### src/rtl/sermstr_pkg.sv
package sermstr_pkg;

  localparam int DATA_W   = 16;
  localparam int SLOT_W   = 5;
  localparam int CMD_BITS = 8;

  typedef enum logic [1:0] {
    FMT_SPI = 2'd0,
    FMT_TI  = 2'd1,
    FMT_MW  = 2'd2,
    FMT_RSV = 2'd3
  } fmt_e;

  // control field -> word length, lengths below 4 are raised to 4
  function automatic logic [SLOT_W-1:0] word_len(input logic [3:0] field);
    return (field < 4'd3) ? SLOT_W'(4) : SLOT_W'(field) + SLOT_W'(1);
  endfunction

  // number of bit periods a word occupies on the wire
  function automatic logic [SLOT_W-1:0] slot_total(input fmt_e f, input logic [SLOT_W-1:0] len);
    case (f)
      FMT_TI:  return len + SLOT_W'(1);
      FMT_MW:  return len + SLOT_W'(CMD_BITS);
      default: return len;
    endcase
  endfunction

  // bit driven on txd during slot s
  function automatic logic tx_bit(input fmt_e f, input logic [SLOT_W-1:0] len,
                                  input logic [DATA_W-1:0] w, input logic [SLOT_W-1:0] s);
    logic [SLOT_W-1:0] idx;
    tx_bit = 1'b0;
    idx    = '0;
    case (f)
      FMT_TI: if (s != '0) begin
        idx    = len - s;
        tx_bit = w[idx[3:0]];
      end
      FMT_MW: if (s < SLOT_W'(CMD_BITS)) begin
        idx    = SLOT_W'(CMD_BITS - 1) - s;
        tx_bit = w[idx[3:0]];
      end
      default: begin
        idx    = len - SLOT_W'(1) - s;
        tx_bit = w[idx[3:0]];
      end
    endcase
  endfunction

  // whether rxd is captured in slot s
  function automatic logic rx_slot(input fmt_e f, input logic [SLOT_W-1:0] s);
    case (f)
      FMT_TI:  return s != '0;
      FMT_MW:  return s >= SLOT_W'(CMD_BITS);
      default: return 1'b1;
    endcase
  endfunction

  function automatic logic [DATA_W-1:0] len_mask(input logic [SLOT_W-1:0] len);
    return {DATA_W{1'b1}} >> (SLOT_W'(DATA_W) - len);
  endfunction

endpackage

### src/rtl/sermstr_fifo.sv
module sermstr_fifo #(
  parameter int W = 16,
  parameter int D = 16
) (
  input  logic                   clk,
  input  logic                   rst_n,
  input  logic                   push,
  input  logic [W-1:0]           din,
  input  logic                   pop,
  output logic [W-1:0]           dout,
  output logic                   full,
  output logic                   empty,
  output logic [$clog2(D+1)-1:0] count
);
  localparam int AW = (D > 1) ? $clog2(D) : 1;
  localparam int CW = $clog2(D + 1);

  logic [W-1:0]  mem [D];
  logic [AW-1:0] wp, rp;
  logic [CW-1:0] cnt;
  logic          do_push, do_pop;

  assign full    = (cnt == CW'(D));
  assign empty   = (cnt == '0);
  assign do_pop  = pop && !empty;
  assign do_push = push && (!full || do_pop);
  assign dout    = mem[rp];
  assign count   = cnt;

  always_ff @(posedge clk) begin
    if (do_push) mem[wp] <= din;
  end

  always_ff @(posedge clk or negedge rst_n) begin
    if (!rst_n) begin
      wp  <= '0;
      rp  <= '0;
      cnt <= '0;
    end else begin
      if (do_push) wp <= (wp == AW'(D - 1)) ? '0 : wp + AW'(1);
      if (do_pop)  rp <= (rp == AW'(D - 1)) ? '0 : rp + AW'(1);
      case ({do_push, do_pop})
        2'b10:   cnt <= cnt + CW'(1);
        2'b01:   cnt <= cnt - CW'(1);
        default: cnt <= cnt;
      endcase
    end
  end

  // occupancy never exceeds the depth
  p_no_overflow_r9: assert property (@(posedge clk) disable iff (!rst_n) cnt <= CW'(D));
  // a push into a full FIFO without a pop leaves it full
  p_full_holds_r10: assert property (@(posedge clk) disable iff (!rst_n)
    (full && push && !pop) |=> full);

endmodule

### src/rtl/sermstr_clkgen.sv
module sermstr_clkgen #(
  parameter int DIV_W = 12
) (
  input  logic             clk,
  input  logic             rst_n,
  input  logic             ext_clk,
  input  logic             use_ext,
  input  logic [DIV_W-1:0] div,
  input  logic             run,
  output logic             tick
);
  logic [2:0]       sync_q;
  logic             ext_rise, src_en;
  logic [DIV_W-1:0] cnt;

  always_ff @(posedge clk or negedge rst_n) begin
    if (!rst_n) sync_q <= '0;
    else        sync_q <= {sync_q[1:0], ext_clk};
  end

  assign ext_rise = sync_q[1] & ~sync_q[2];
  assign src_en   = use_ext ? ext_rise : 1'b1;
  assign tick     = run && src_en && (cnt == div);

  always_ff @(posedge clk or negedge rst_n) begin
    if (!rst_n)      cnt <= '0;
    else if (!run)   cnt <= '0;
    else if (src_en) cnt <= (cnt == div) ? '0 : cnt + DIV_W'(1);
  end

endmodule

### src/rtl/sermstr_shifter.sv
module sermstr_shifter
  import sermstr_pkg::*;
(
  input  logic              clk,
  input  logic              rst_n,
  input  logic              en,
  input  fmt_e              fmt_in,
  input  logic [SLOT_W-1:0] len_in,
  input  logic              tick,
  input  logic              tx_valid,
  input  logic [DATA_W-1:0] tx_word,
  output logic              tx_pop,
  output logic              rx_push,
  output logic [DATA_W-1:0] rx_word,
  input  logic              rxd,
  output logic              sclk,
  output logic              sfrm,
  output logic              txd,
  output logic              active
);
  logic              act_q, ph_q, sclk_q;
  logic [SLOT_W-1:0] slot_q, len_q;
  fmt_e              fmt_q;
  logic [DATA_W-1:0] word_q, rxsh_q;
  logic              start, last_slot, word_done;

  assign start     = !act_q && en && tx_valid;
  assign last_slot = (slot_q == slot_total(fmt_q, len_q) - SLOT_W'(1));
  assign word_done = act_q && tick && ph_q && last_slot;

  always_ff @(posedge clk or negedge rst_n) begin
    if (!rst_n) begin
      act_q  <= 1'b0;
      ph_q   <= 1'b0;
      sclk_q <= 1'b0;
      slot_q <= '0;
      len_q  <= SLOT_W'(4);
      fmt_q  <= FMT_SPI;
      word_q <= '0;
      rxsh_q <= '0;
    end else if (!act_q) begin
      sclk_q <= 1'b0;
      if (start) begin
        act_q  <= 1'b1;
        ph_q   <= 1'b0;
        slot_q <= '0;
        len_q  <= len_in;
        fmt_q  <= fmt_in;
        word_q <= tx_word;
        rxsh_q <= '0;
      end
    end else if (tick) begin
      if (!ph_q) begin
        ph_q   <= 1'b1;
        sclk_q <= 1'b1;
        if (rx_slot(fmt_q, slot_q)) rxsh_q <= {rxsh_q[DATA_W-2:0], rxd};
      end else begin
        ph_q   <= 1'b0;
        sclk_q <= 1'b0;
        if (last_slot) act_q  <= 1'b0;
        else           slot_q <= slot_q + SLOT_W'(1);
      end
    end
  end

  assign tx_pop  = start;
  assign rx_push = word_done;
  assign rx_word = rxsh_q & len_mask(len_q);
  assign sclk    = sclk_q;
  assign active  = act_q;
  assign txd     = act_q && tx_bit(fmt_q, len_q, word_q, slot_q);
  assign sfrm    = (fmt_q == FMT_TI) ? (act_q && slot_q == '0) : !act_q;

  // bit clock is low whenever the shifter is idle
  p_sclk_idle_r6: assert property (@(posedge clk) disable iff (!rst_n) !act_q |-> !sclk_q);
  // bit clock rises only inside a transfer
  p_sclk_rise_r6: assert property (@(posedge clk) disable iff (!rst_n) $rose(sclk_q) |-> act_q);
  // a word completes at the end of a high bit-clock phase
  p_done_high_r2: assert property (@(posedge clk) disable iff (!rst_n) word_done |-> sclk_q);

endmodule

### src/rtl/sermstr_top.sv
module sermstr_top
  import sermstr_pkg::*;
#(
  parameter int FIFO_DEPTH = 16,
  parameter int DIV_W      = 12
) (
  input  logic        clk,
  input  logic        rst_n,
  input  logic        wr_en,
  input  logic        rd_en,
  input  logic [1:0]  addr,
  input  logic [15:0] wdata,
  output logic [15:0] rdata,
  input  logic        ext_clk,
  input  logic        rxd,
  output logic        sclk,
  output logic        sfrm,
  output logic        txd,
  output logic        tx_dma_req,
  output logic        rx_dma_req
);
  localparam int CW     = $clog2(FIFO_DEPTH + 1);
  localparam int CTRL_W = 9;

  logic [CTRL_W-1:0] ctrl_q;
  logic [DIV_W-1:0]  div_q;
  logic              ovr_q;

  logic              tx_push, tx_pop, tx_full, tx_empty;
  logic              rx_push, rx_pop, rx_full, rx_empty;
  logic [DATA_W-1:0] tx_head, rx_head, rx_word;
  logic [CW-1:0]     tx_cnt, rx_cnt, burst;
  logic              tick, active, busy, ovr_set, ovr_clr;
  logic [15:0]       status;

  assign tx_push = wr_en && addr == 2'd0;
  assign rx_pop  = rd_en && addr == 2'd0;
  assign ovr_set = rx_push && rx_full && !rx_pop;
  assign ovr_clr = wr_en && addr == 2'd3 && wdata[3];

  always_ff @(posedge clk or negedge rst_n) begin
    if (!rst_n) begin
      ctrl_q <= '0;
      div_q  <= '0;
      ovr_q  <= 1'b0;
    end else begin
      if (wr_en && addr == 2'd1) ctrl_q <= wdata[CTRL_W-1:0];
      if (wr_en && addr == 2'd2) div_q  <= wdata[DIV_W-1:0];
      if (ovr_set)      ovr_q <= 1'b1;
      else if (ovr_clr) ovr_q <= 1'b0;
    end
  end

  sermstr_fifo #(.W(DATA_W), .D(FIFO_DEPTH)) tx_fifo_i (
    .clk, .rst_n, .push(tx_push), .din(wdata), .pop(tx_pop),
    .dout(tx_head), .full(tx_full), .empty(tx_empty), .count(tx_cnt));

  sermstr_fifo #(.W(DATA_W), .D(FIFO_DEPTH)) rx_fifo_i (
    .clk, .rst_n, .push(rx_push), .din(rx_word), .pop(rx_pop),
    .dout(rx_head), .full(rx_full), .empty(rx_empty), .count(rx_cnt));

  sermstr_clkgen #(.DIV_W(DIV_W)) clkgen_i (
    .clk, .rst_n, .ext_clk, .use_ext(ctrl_q[7]), .div(div_q), .run(active), .tick);

  sermstr_shifter shifter_i (
    .clk, .rst_n, .en(ctrl_q[0]), .fmt_in(fmt_e'(ctrl_q[2:1])),
    .len_in(word_len(ctrl_q[6:3])), .tick, .tx_valid(!tx_empty), .tx_word(tx_head),
    .tx_pop, .rx_push, .rx_word, .rxd, .sclk, .sfrm, .txd, .active);

  assign busy       = active || !tx_empty;
  assign burst      = ctrl_q[8] ? CW'(8) : CW'(4);
  assign tx_dma_req = (CW'(FIFO_DEPTH) - tx_cnt) >= burst;
  assign rx_dma_req = rx_cnt >= burst;
  assign status     = {10'd0, rx_dma_req, tx_dma_req, ovr_q, busy, !rx_empty, !tx_full};

  always_comb begin
    case (addr)
      2'd0:    rdata = rx_head;
      2'd1:    rdata = 16'(ctrl_q);
      2'd2:    rdata = 16'(div_q);
      default: rdata = status;
    endcase
  end

  // overrun only rises when a finished word met a full receive FIFO
  p_ovr_cause_r10: assert property (@(posedge clk) disable iff (!rst_n)
    $rose(ovr_q) |-> $past(rx_full) && $past(rx_push));
  // a same-cycle pop and push on a full FIFO keeps it full without overrun
  p_swap_r11: assert property (@(posedge clk) disable iff (!rst_n)
    (rx_full && rx_push && rx_pop) |=> rx_full && $stable(ovr_q));

endmodule

### config.mk
export PLATFORM = sky130hd
export DESIGN_NAME = sermstr_top
export DESIGN_NICKNAME = d
export VERILOG_FILES = /design/src/rtl/sermstr_pkg.sv /design/src/rtl/sermstr_fifo.sv /design/src/rtl/sermstr_clkgen.sv /design/src/rtl/sermstr_shifter.sv /design/src/rtl/sermstr_top.sv
export SDC_FILE = /design/constraint.sdc
export NUM_CORES = 1
export LEC_CHECK = 0
export BUFFER_PORTS_ARGS = -buffer_cell sky130_fd_sc_hd__buf_4
export CAP_MARGIN = 10
export CORE_MARGIN = 2
export CORE_UTILIZATION = 42
export CTS_BUF_LIST = sky130_fd_sc_hd__clkbuf_8
export DETAILED_ROUTE_END_ITERATION = 8
export HOLD_SLACK_MARGIN = 0.05
export PLACE_DENSITY_LB_ADDON = 0.12
export SYNTH_ARGS = -nofsm -noshare
export SYNTH_HDL_FRONTEND = slang
export SYNTH_SLANG_ARGS = --single-unit
### constraint.sdc
create_clock -name clk -period 6.17 [get_ports clk]
set_input_delay 0.3085 -clock clk [delete_from_list [all_inputs] [get_ports clk]]
set_output_delay 0.3085 -clock clk [all_outputs]
set_load 0.01 [all_outputs]
Word level (Yosys, flattened, before mapping)
Memory sizes are Yosys's and may differ from the RTL's. A register that Yosys moved wholly into a read port is not among the register bits.
Cells that the tools add are included.
- register bits: 94
- memory bits (writable): 512
- bits of input ports: 24
- output and inout port bits: 21
- logic and storage cells: 174
- memories kept: 2
- memory list (name ; depth ; width ; read ports ; clocked after memory_dff ; write ports ; RTL line ; source):
    rx_fifo_i.mem ; 16 ; 16 ; 1 ; 0 ; 1 ; sermstr_fifo.sv:18 ; logic [W-1:0] mem [D];
    tx_fifo_i.mem ; 16 ; 16 ; 1 ; 1 ; 1 ; sermstr_fifo.sv:18 ;
- add/subtract/negate cells: 20
- magnitude comparators: 8
- equality and inequality tests: 23
- shifts and indexed selects: 1
- mux-type cells: 54
- bitwise operators: 4
- reductions and logical operators: 44
- operators by type and width (kind ; count):
    $mux 16 ; 5
    $pmux 16 s3 ; 1
    $mux 12 ; 3
    $mux 5 ; 6
    $pmux 5 s2 ; 3
    $mux 1 ; 26
    $logic_and 1x1->1 ; 21
    $add 5x1->5 const B ; 4
    $mux 4 ; 5
    $add 4x1->4 const B ; 4
    $and 16x16->16 ; 1
    $eq 4x4->1 const B ; 4
    $shr 16x5->16 const A ; 1
    $logic_not 5->1 ; 3
    $lt 4x5->1 const B ; 3
    $sub 5x1->5 const B ; 3
    $add 12x1->12 const B ; 1
    $bmux 1 s4 ; 3
    $eq 12x12->1 ; 1
    $eq 2x2->1 const B ; 5
    $eq 5x5->1 const B ; 2
    $ge 5x4->1 ; 2
    $ne 2x2->1 const B ; 5
    $sub 5x5->5 const A ; 2
    21 further kinds ; 40

Longest topological paths before layout
Gate-level depths: netlist (run 1).
- depth after elaboration: 11
- depth in mapped cells: 20

Hierarchy
A second synthesis (run 1) with hierarchy kept.
- cell total of the unflattened synthesis: 1601
- area total of the unflattened synthesis: 26634.3 um^2
- modules (own cells, without submodules) (module ; times used ; cells an instance ; area an instance (um^2) ; seq. area each (um^2)):
    sermstr_fifo (tx_fifo_i) ; 1 ; 562 ; 10656.5 ; 8012.7
    sermstr_fifo (rx_fifo_i) ; 1 ; 508 ; 10572.6 ; 8012.7
    sermstr_shifter ; 1 ; 323 ; 3178.0 ; 1177.4
    sermstr_top ; 1 ; 120 ; 1356.3 ; 550.5
    sermstr_clkgen ; 1 ; 88 ; 870.8 ; 375.4

Worst setup path before layout (run 1)
No wires, ideal clock.
- path kind: register to register
- start: register shifter_i.len_q[0]
- end: memory rx_fifo_i.mem[3][0], enable pin
- setup time: 409 ps
- arrival time: 3770 ps
- required time: 5761 ps
- path slack: 1991 ps
- stages on the path, launching flop included: 15
- buffers on the path: 1
- clock period less this slack: 4179 ps
- cells stage by stage: dfrtp_1 inv_1 ha_1 inv_1 o21ai_1 inv_1 ha_1 inv_1 o211ai_1 nor4bb_1 o311ai_2 nor2b_1 buf_2 nand2_1 nor3_1
- cells in the longest elaborated chain, start to end: 8
- elaborated cells between the ends (all ways): 9
- those cells by class: add/sub: 3; eq/ne: 1; mux: 3; reduce/logical: 2
- RTL lines (element ; RTL line ; source):
    from (decl) ; sermstr_shifter.sv:22 ; logic [SLOT_W-1:0] slot_q, len_q;
    from (signal assigned) ; sermstr_shifter.sv:47 ; len_q <= len_in;
    $add 5x4->5 or $add 5x1->5 (tied branches) ; sermstr_pkg.sv:23, sermstr_pkg.sv:22 ;
    $pmux 5 s2 (*) ; sermstr_pkg.sv:21 ; case (f)
    $sub 5x1->5 (*) ; sermstr_shifter.sv:28 ; assign last_slot = (slot_q == slot_total(fmt_q, len_q) - SLOT_W'(1));
    $eq 5x5->1 (*) ; sermstr_shifter.sv:28 ;
    $logic_and 1x1->1 (*) ; sermstr_shifter.sv:29 ; assign word_done = act_q && tick && ph_q && last_slot;
    $logic_and 1x1->1 (*) ; sermstr_fifo.sv:26 ; assign do_push = push && (!full || do_pop);
    $mux 1 (*) ; sermstr_fifo.sv:31 ; if (do_push) mem[wp] <= din;
    $mux 1 (not written as such) (*) ; sermstr_fifo.sv:31 ;
    to (decl) ; sermstr_fifo.sv:18 ;
Every way passes the cells marked *; elsewhere a longest branch is shown, timed or not.

Worst setup path after layout (run 1)
- start: register shifter_i.len_q[1]
- end: memory rx_fifo_i.mem[9][4], enable pin
Same word-level chain as after synthesis.

==> results.cfg, run 1 <==
[timing]
maximum_clock_skew_at_final_layout_ns = 0.0591
finalCriticalPeriod_ns = 4.43
final_min_period_over_clock_period = 0.718
rsz_0062_raised_after_global_routing = no
slew_viol_final = 0
relSlewSlack = 0.320
hold_ws_ns = 0.198
timing.final.hold_violations = 0
setup_viol = 0
finalSetupTns_ns = 0
transition_time_at_the_pin_with_the_least_slew_margin_ns = 1.02
clock.fmax_mhz = 226

[die]
die_height_um = 253
die_x_um = 253
top_level_ports = 45
core_um2 = 61500
die_area_um2 = 64000
rows = 91
initial_core_util = 0.424

[power]
maximum_resistive_drop_on_vdd_uv = 226
power_leakage_nw = 10.3
power-per-cell-area_nw_per_um2 = 409

[synth]
yosys_most_used_dff = sky130_fd_sc_hd__edfxtp_1
synth_simple_gate_area_frac = 0.0550
synth_seq_area_share = 0.696
postSynthNetCount = 1529
postSynthCellCount = 1464
synthArstFlopShare = 0.177
count_of_flip_flops_with_a_built_in_enable_after_synthesis = 512
synth-compound-area-share = 0.0302
synth_seq_cells = 622
synth_cell_type_count = 67
post_synth_fa_ha_maj_area_fraction = 0.0206
synth_mux_area_frac = 0.167
warnings_from_yosys = 0
dominant_combinational_cell_family_by_area_after_synthesis = multiplexers
syn_area_um2 = 26000
xor_xnor_fraction_of_synth_area = 0.0151
synth_area_per_cell_um2 = 17.8

[job]
drv_cap = 0

[drt]
drt_drc_violations_left = 0
route.detailed.wl_per_inst_um = 25.4
drt_pre_antenna_iters = 5
violation_count_after_the_first_detailed_routing_iteration = 1204
routed_wirelength_mm = 62.8
vias = 13700
via_per_inst = 5.54
postRouteAntennaNets = 0

[grt]
antenna_found_initial = 3
grt.total_usage = 0.202
number_of_global_route_vias_before_repair = 14300
grt-ovfl-total = 0
largest_net_degree_at_the_start_of_global_routing = 76
grt_pass1_wl_mm = 93.9

[setup_path]
crit_path_max_fanout = 16
worst-endpoint-arrival_ns = 4.71
worstSetupEndpointType = flop
start_kind = flop
critPathRequiredTime_ns = 6.45
classification_of_the_worst_setup_path = reg -> reg

[placement]
post-dp-hpwl_mm = 40.1
port-buffer-count = 44
globalplace.congestion = 0.842

[cells_and_area]
areaGrowthSynthToFinish_pct = 13.9
num-nets-final = 1666
drive_gt1_frac = 0.272
layout_commonest_cell = sky130_fd_sc_hd__edfxtp_1
most-common-layout-cells = sky130_fd_sc_hd__edfxtp_1, sky130_fd_sc_hd__mux4_2, sky130_fd_sc_hd__nand2_1

[clocking]
clockRootBuffer = sky130_fd_sc_hd__clkbuf_8
clockBufferDepth = 3
clk_pin_slew_ns = 0.06
cts-htree-levels = 3
post-cts-setup-buffers = 0
tritoncts.num_buffers = 102
clk_latency_ns = 0.72
ctsResizeCount = 0
cts_tree = yes
cts_hold_buf = 23
clock_sink_count = 622

[run_status]
run_status = complete, no violations

[min_path]
worst_hold_path_type = in -> async
==> area by class of cell <==
class                           instances  area (um2)
Fill cell                            5207       31800
Sequential cell                       622       18100
Multi-Input combinational cell        736        7630
Clock buffer                          111        1530
Tap cell                              790         988
Timing Repair Buffer                  101         816
Clock inverter                         73         419
Inverter                               38         143
Antenna cell                            3        7.51
==> metrics by stage <==
stage	cell area, um2	total power [mW]	worst slack (ns)	cells	util
CTS	29700	12.3	1.68	2471	0.482
detailed placement	27500	8.81	1.76	2264	0.447
floorplan	26000	7.66	1.99	1464	-
global route	29700	12.8	1.32	2473	0.482
global placement	27500	8.79	1.85	2264	0.447
finish	29700	12.1	1.74	2474	0.483
==> cells in the mapped netlist (16+ instances only) <==
library cell,n,area [um2]
sky130_fd_sc_hd__nor2_1,45,169
sky130_fd_sc_hd__edfxtp_1,512,15400
sky130_fd_sc_hd__clkbuf_1,44,165
sky130_fd_sc_hd__buf_1,16,60.1
sky130_fd_sc_hd__mux4_2,177,3990
sky130_fd_sc_hd__dfrtp_1,109,2730
sky130_fd_sc_hd__o21ai_0,63,315
sky130_fd_sc_hd__nand3_1,27,135
sky130_fd_sc_hd__nand2_1,165,619
sky130_fd_sc_hd__ha_1,38,475
sky130_fd_sc_hd__a21oi_1,17,85.1
sky130_fd_sc_hd__inv_1,36,135
sky130_fd_sc_hd__xnor2_1,18,158
sky130_fd_sc_hd__xor2_1,27,236
sky130_fd_sc_hd__mux2_2,23,259
sky130_fd_sc_hd__and3_1,18,113
==> flip-flops by register name, indices dropped and copies added, names as in the netlist, 2 cells and up <==
register	count
clkgen_i.cnt	12
clkgen_i.sync_q	3
ctrl_q	9
div_q	12
rx_fifo_i.count	5
rx_fifo_i.mem	256
rx_fifo_i.rp	4
rx_fifo_i.wp	4
shifter_i.fmt_q	2
shifter_i.len_q	5
shifter_i.rxsh_q	16
shifter_i.slot_q	5
shifter_i.word_q	16
tx_fifo_i.count	5
tx_fifo_i.mem	256
tx_fifo_i.rp	4
tx_fifo_i.wp	4
==> worst max-delay path, stage by stage, from the launching register on <==
cell and delay (ns):
sky130_fd_sc_hd__dfrtp_1 0.50, sky130_fd_sc_hd__inv_1 0.16, sky130_fd_sc_hd__ha_1 0.42, sky130_fd_sc_hd__inv_1 0.06, sky130_fd_sc_hd__o21ai_1 0.23, sky130_fd_sc_hd__inv_1 0.07
sky130_fd_sc_hd__ha_1 0.21, sky130_fd_sc_hd__inv_1 0.08, sky130_fd_sc_hd__o211ai_1 0.10, sky130_fd_sc_hd__nor4bb_1 0.50, sky130_fd_sc_hd__o311ai_2 0.28, sky130_fd_sc_hd__nor2b_1 0.17
sky130_fd_sc_hd__buf_4 0.21, sky130_fd_sc_hd__nand2_1 0.20, sky130_fd_sc_hd__nor2_2 0.79
==> worst paths after layout <==
| check | startpoint | slack, ns | cells past startpoint | end |
|---|---|---|---|---|
| max reg2reg | shifter_i.len_q[1] | 1.74 | 14 | rx_fifo_i.mem[9][4] |
| max in group asynchronous | rst_n | 4.44 | 3 | rx_fifo_i.rp[0] |
| min | rst_n | 0.20 | 2 | tx_fifo_i.count[0] |
| min in group clk | ext_clk | 0.29 | 2 | clkgen_i.sync_q[0] |
| max | shifter_i.len_q[1] | 1.74 | 14 | rx_fifo_i.mem[9][4] |
| min reg2reg | clkgen_i.sync_q[1] | 0.38 | 0 | clkgen_i.sync_q[2] |
==> logic make-up after synthesis <==
family / count (synthesis)
AOI/OAI and AO/OA: 125
xor gates and xnor gates: 45
adders and majority gates: 41
buffers and inverters: 106
DFF: 622
muxes: 210
and+or+nand+nor: 315
==> layer usage <==
metal  part of all wire  up-vias  global-route usage
li1                   -     6042                   -
met1               0.47     7171               0.305
met2               0.45      379               0.300
met3              0.055      107              0.0380
met4              0.022        2              0.0560
met5            0.00021        -                   0
==> where the power goes <==
part	total (mW)	internal (mW)	switching, mW
clock	3.45	1.79	1.66
sequential	5.28	4.84	0.441
combinational	3.42	1.61	1.81
total	12.1	8.24	3.91
(Power assumes the default switching activity.)
==> run 2, diff against run 1 <==
Settings changed: ABC_AREA set to 1.
Clock period 6.17 ns to 4.3 ns, I/O delays scaled along.
==> run 2 against run 1 <==
Compared with the run above: clock-buffer cell count decreased by 2; worst setup slack lost 1.3 ns; core utilization fell by 0.055 points; register-to-register slack worse by 1.1 ns; critical path depth decreased by 4; flip-flop and latch count did not move; non-clock buffer count increased by 29; via count grew 32%.
==> results.cfg, run 2 <==
[synth]
count_of_flip_flops_with_a_built_in_enable_after_synthesis = 512
post_synth_top_area_share = 0.579
synth.most_common_cell = sky130_fd_sc_hd__edfxtp_1
syn_area_um2 = 26500
warnings_from_yosys = 0
synth_seq_cells = 622
yosys-top-cells-count = sky130_fd_sc_hd__edfxtp_1, sky130_fd_sc_hd__nor2_1, sky130_fd_sc_hd__o21ai_0
synth_cell_type_count = 53
netlist.top_cell.by_area = sky130_fd_sc_hd__edfxtp_1
postSynthNetCount = 2312
ys_top_cells_by_area = sky130_fd_sc_hd__edfxtp_1, sky130_fd_sc_hd__dfrtp_1, sky130_fd_sc_hd__o21ai_0
postSynthCellCount = 2247
synth_area_per_cell_um2 = 11.8
yosys_most_used_dff = sky130_fd_sc_hd__edfxtp_1
synth_seq_area_share = 0.683
synthArstFlopShare = 0.177

[setup_path]
worst-endpoint-arrival_ns = 3.66
worst_case_register_to_register_setup_slack_ns = 0.61
classification_of_the_worst_setup_path = reg -> out
worst_r2r_startpoint = shifter_i.len_q[0]
start_kind = flop
rr_endpoint = rx_fifo_i.mem[10][14]
crit_path_max_fanout = 32
r2r_worst_path_depth = 18
critPathLaunch = shifter_i.len_q[0]
worstSetupEndpointType = output pin
critPathRequiredTime_ns = 4.09

[cells_and_area]
finalNonFillerCells = 3297
n_fill_cell = 5674
most-common-layout-cells = sky130_fd_sc_hd__edfxtp_1, sky130_fd_sc_hd__nor2_1, sky130_fd_sc_hd__o21ai_0
multiInputGateArea_um2 = 7490
fin_area_um2 = 30200
num-nets-final = 2431
areaGrowthSynthToFinish_pct = 13.9
biggestRegsByFlops = rx_fifo_i.mem (256), tx_fifo_i.mem (256)
layout.core_utilization = 0.482
drive_gt1_frac = 0.129
layout_commonest_cell = sky130_fd_sc_hd__edfxtp_1
register_area_um2 = 18100

[die]
core_um2 = 62700
top_level_ports = 45
initial_core_util = 0.423
die_height_um = 255
die_x_um = 255
rows = 92
die_area_um2 = 65200

[drt]
vias = 18000
drt_pre_antenna_iters = 6
postRouteAntennaNets = 0
route.detailed.wl_per_inst_um = 22.1
routed_wirelength_mm = 73.0
drt_drc_violations_left = 0
via_per_inst = 5.47
violation_count_after_the_first_detailed_routing_iteration = 1732

[timing]
setup_viol = 0
rsz_0062_raised_after_global_routing = no
hold_ws_ns = 0.138
timing.final.hold_violations = 0
finalSetupTns_ns = 0
transition_time_at_the_pin_with_the_least_slew_margin_ns = 1.21
finalCriticalPeriod_ns = 3.88
worst_slack_ns = 0.424
maximum_clock_skew_at_final_layout_ns = 0.0223
final_min_period_over_clock_period = 0.902
relSlewSlack = 0.190
clock.fmax_mhz = 258
slew_viol_final = 0

[clocking]
clockBufferDepth = 3
ctsResizeCount = 0
clockRootBuffer = sky130_fd_sc_hd__clkbuf_8
cts-htree-levels = 3
clk_pin_slew_ns = 0.07
clk_latency_ns = 0.69
tritoncts.num_buffers = 102
cts_tree = yes
clock_sink_count = 622

[grt]
grt_pass1_wl_mm = 108
antenna_found_initial = 3
grt-ovfl-total = 0
grt.total_usage = 0.220
number_of_global_route_vias_before_repair = 17200
largest_net_degree_at_the_start_of_global_routing = 131

[power]
totalPowerFinal_mw = 18.3
power-per-cell-area_nw_per_um2 = 606
maximum_resistive_drop_on_vdd_uv = 386
power_leakage_nw = 10.9

[placement]
post-dp-hpwl_mm = 46.1
place_ws_ns = 0.646
placed_cell_area_um2 = 28100
dp_cells = 3086
globalplace.congestion = 0.884
port-buffer-count = 44

[job]
drv_cap = 0

[run_status]
run_status = complete, no violations

[min_path]
worst_hold_path_type = in -> async
## run 2: logic make-up after synthesis
logic type | count (synthesis) | share of synthesized area
AOI/OAI and AO/OA | 528 | 0.122
xor gates and xnor gates | 31 | 0.0105
adders and majority gates | 41 | 0.0202
buffers and inverters | 272 | 0.0390
DFF | 622 | 0.683
muxes | 31 | 0.0118
and+or+nand+nor | 722 | 0.113
## run 2: area by class of cell
type	instances	share of cell area
Antenna cell	1	0.0000828
Clock buffer	109	0.0496
Clock inverter	79	0.0125
Inverter	157	0.0197
Multi-Input combinational cell	1353	0.248
Sequential cell	622	0.600
Tap cell	846	0.0350
Timing Repair Buffer	130	0.0353
## run 2: how the worst max path moves through the flow
stage	endpoint	slack, ns	depth (start not counted)
after CTS	txd	0.42	13
after floorplan	rx_fifo_i.mem[11][0]	0.86	17
after global placement	rx_fifo_i.mem[10][13]	0.71	18
after detailed placement	rx_fifo_i.mem[10][12]	0.65	18
final	txd	0.42	10
after global routing	txd	0.12	10
## run 2: power by group
part | internal, mW | switching (mW) | leakage (nW) | total [mW]
Clock | 2.46 | 2.36 | 1.12 | 4.81
Combinational | 1.90 | 4.10 | 3.84 | 6.01
Sequential | 6.95 | 0.564 | 5.97 | 7.51
Total | 11.3 | 7.03 | 10.9 | 18.3
## run 2: worst max-delay path, cell delays in order, from the launching register on
cell and delay, ns:
sky130_fd_sc_hd__dfrtp_1 0.50, sky130_fd_sc_hd__inv_1 0.17, sky130_fd_sc_hd__ha_1 0.85, sky130_fd_sc_hd__o21ai_0 0.24, sky130_fd_sc_hd__a21oi_1 0.18, sky130_fd_sc_hd__a211oi_1 0.06
sky130_fd_sc_hd__o311ai_0 0.51, sky130_fd_sc_hd__nand3_1 0.14, sky130_fd_sc_hd__nand2_1 0.11, sky130_fd_sc_hd__inv_1 0.05, sky130_fd_sc_hd__buf_4 0.13
## run 2: repair_timing
item | CTS | global route
setup endpoints to repair | 0 | 0
endpoints found under the hold margin | 329 | 0
hold buffers | 22 | 0
buffers inserted | 0 | 0
## run 2: per-layer routing
| layer | vias up | track usage | routed length (um) |
|---|---|---|---|
| met5 | - | 0 | 0 |
| met3 | 92 | 0.0463 | 4910 |
| met1 | 9015 | 0.334 | 35000 |
| met4 | 0 | 0.0526 | 1110 |
| li1 | 8390 | - | - |
| met2 | 532 | 0.321 | 31900 |
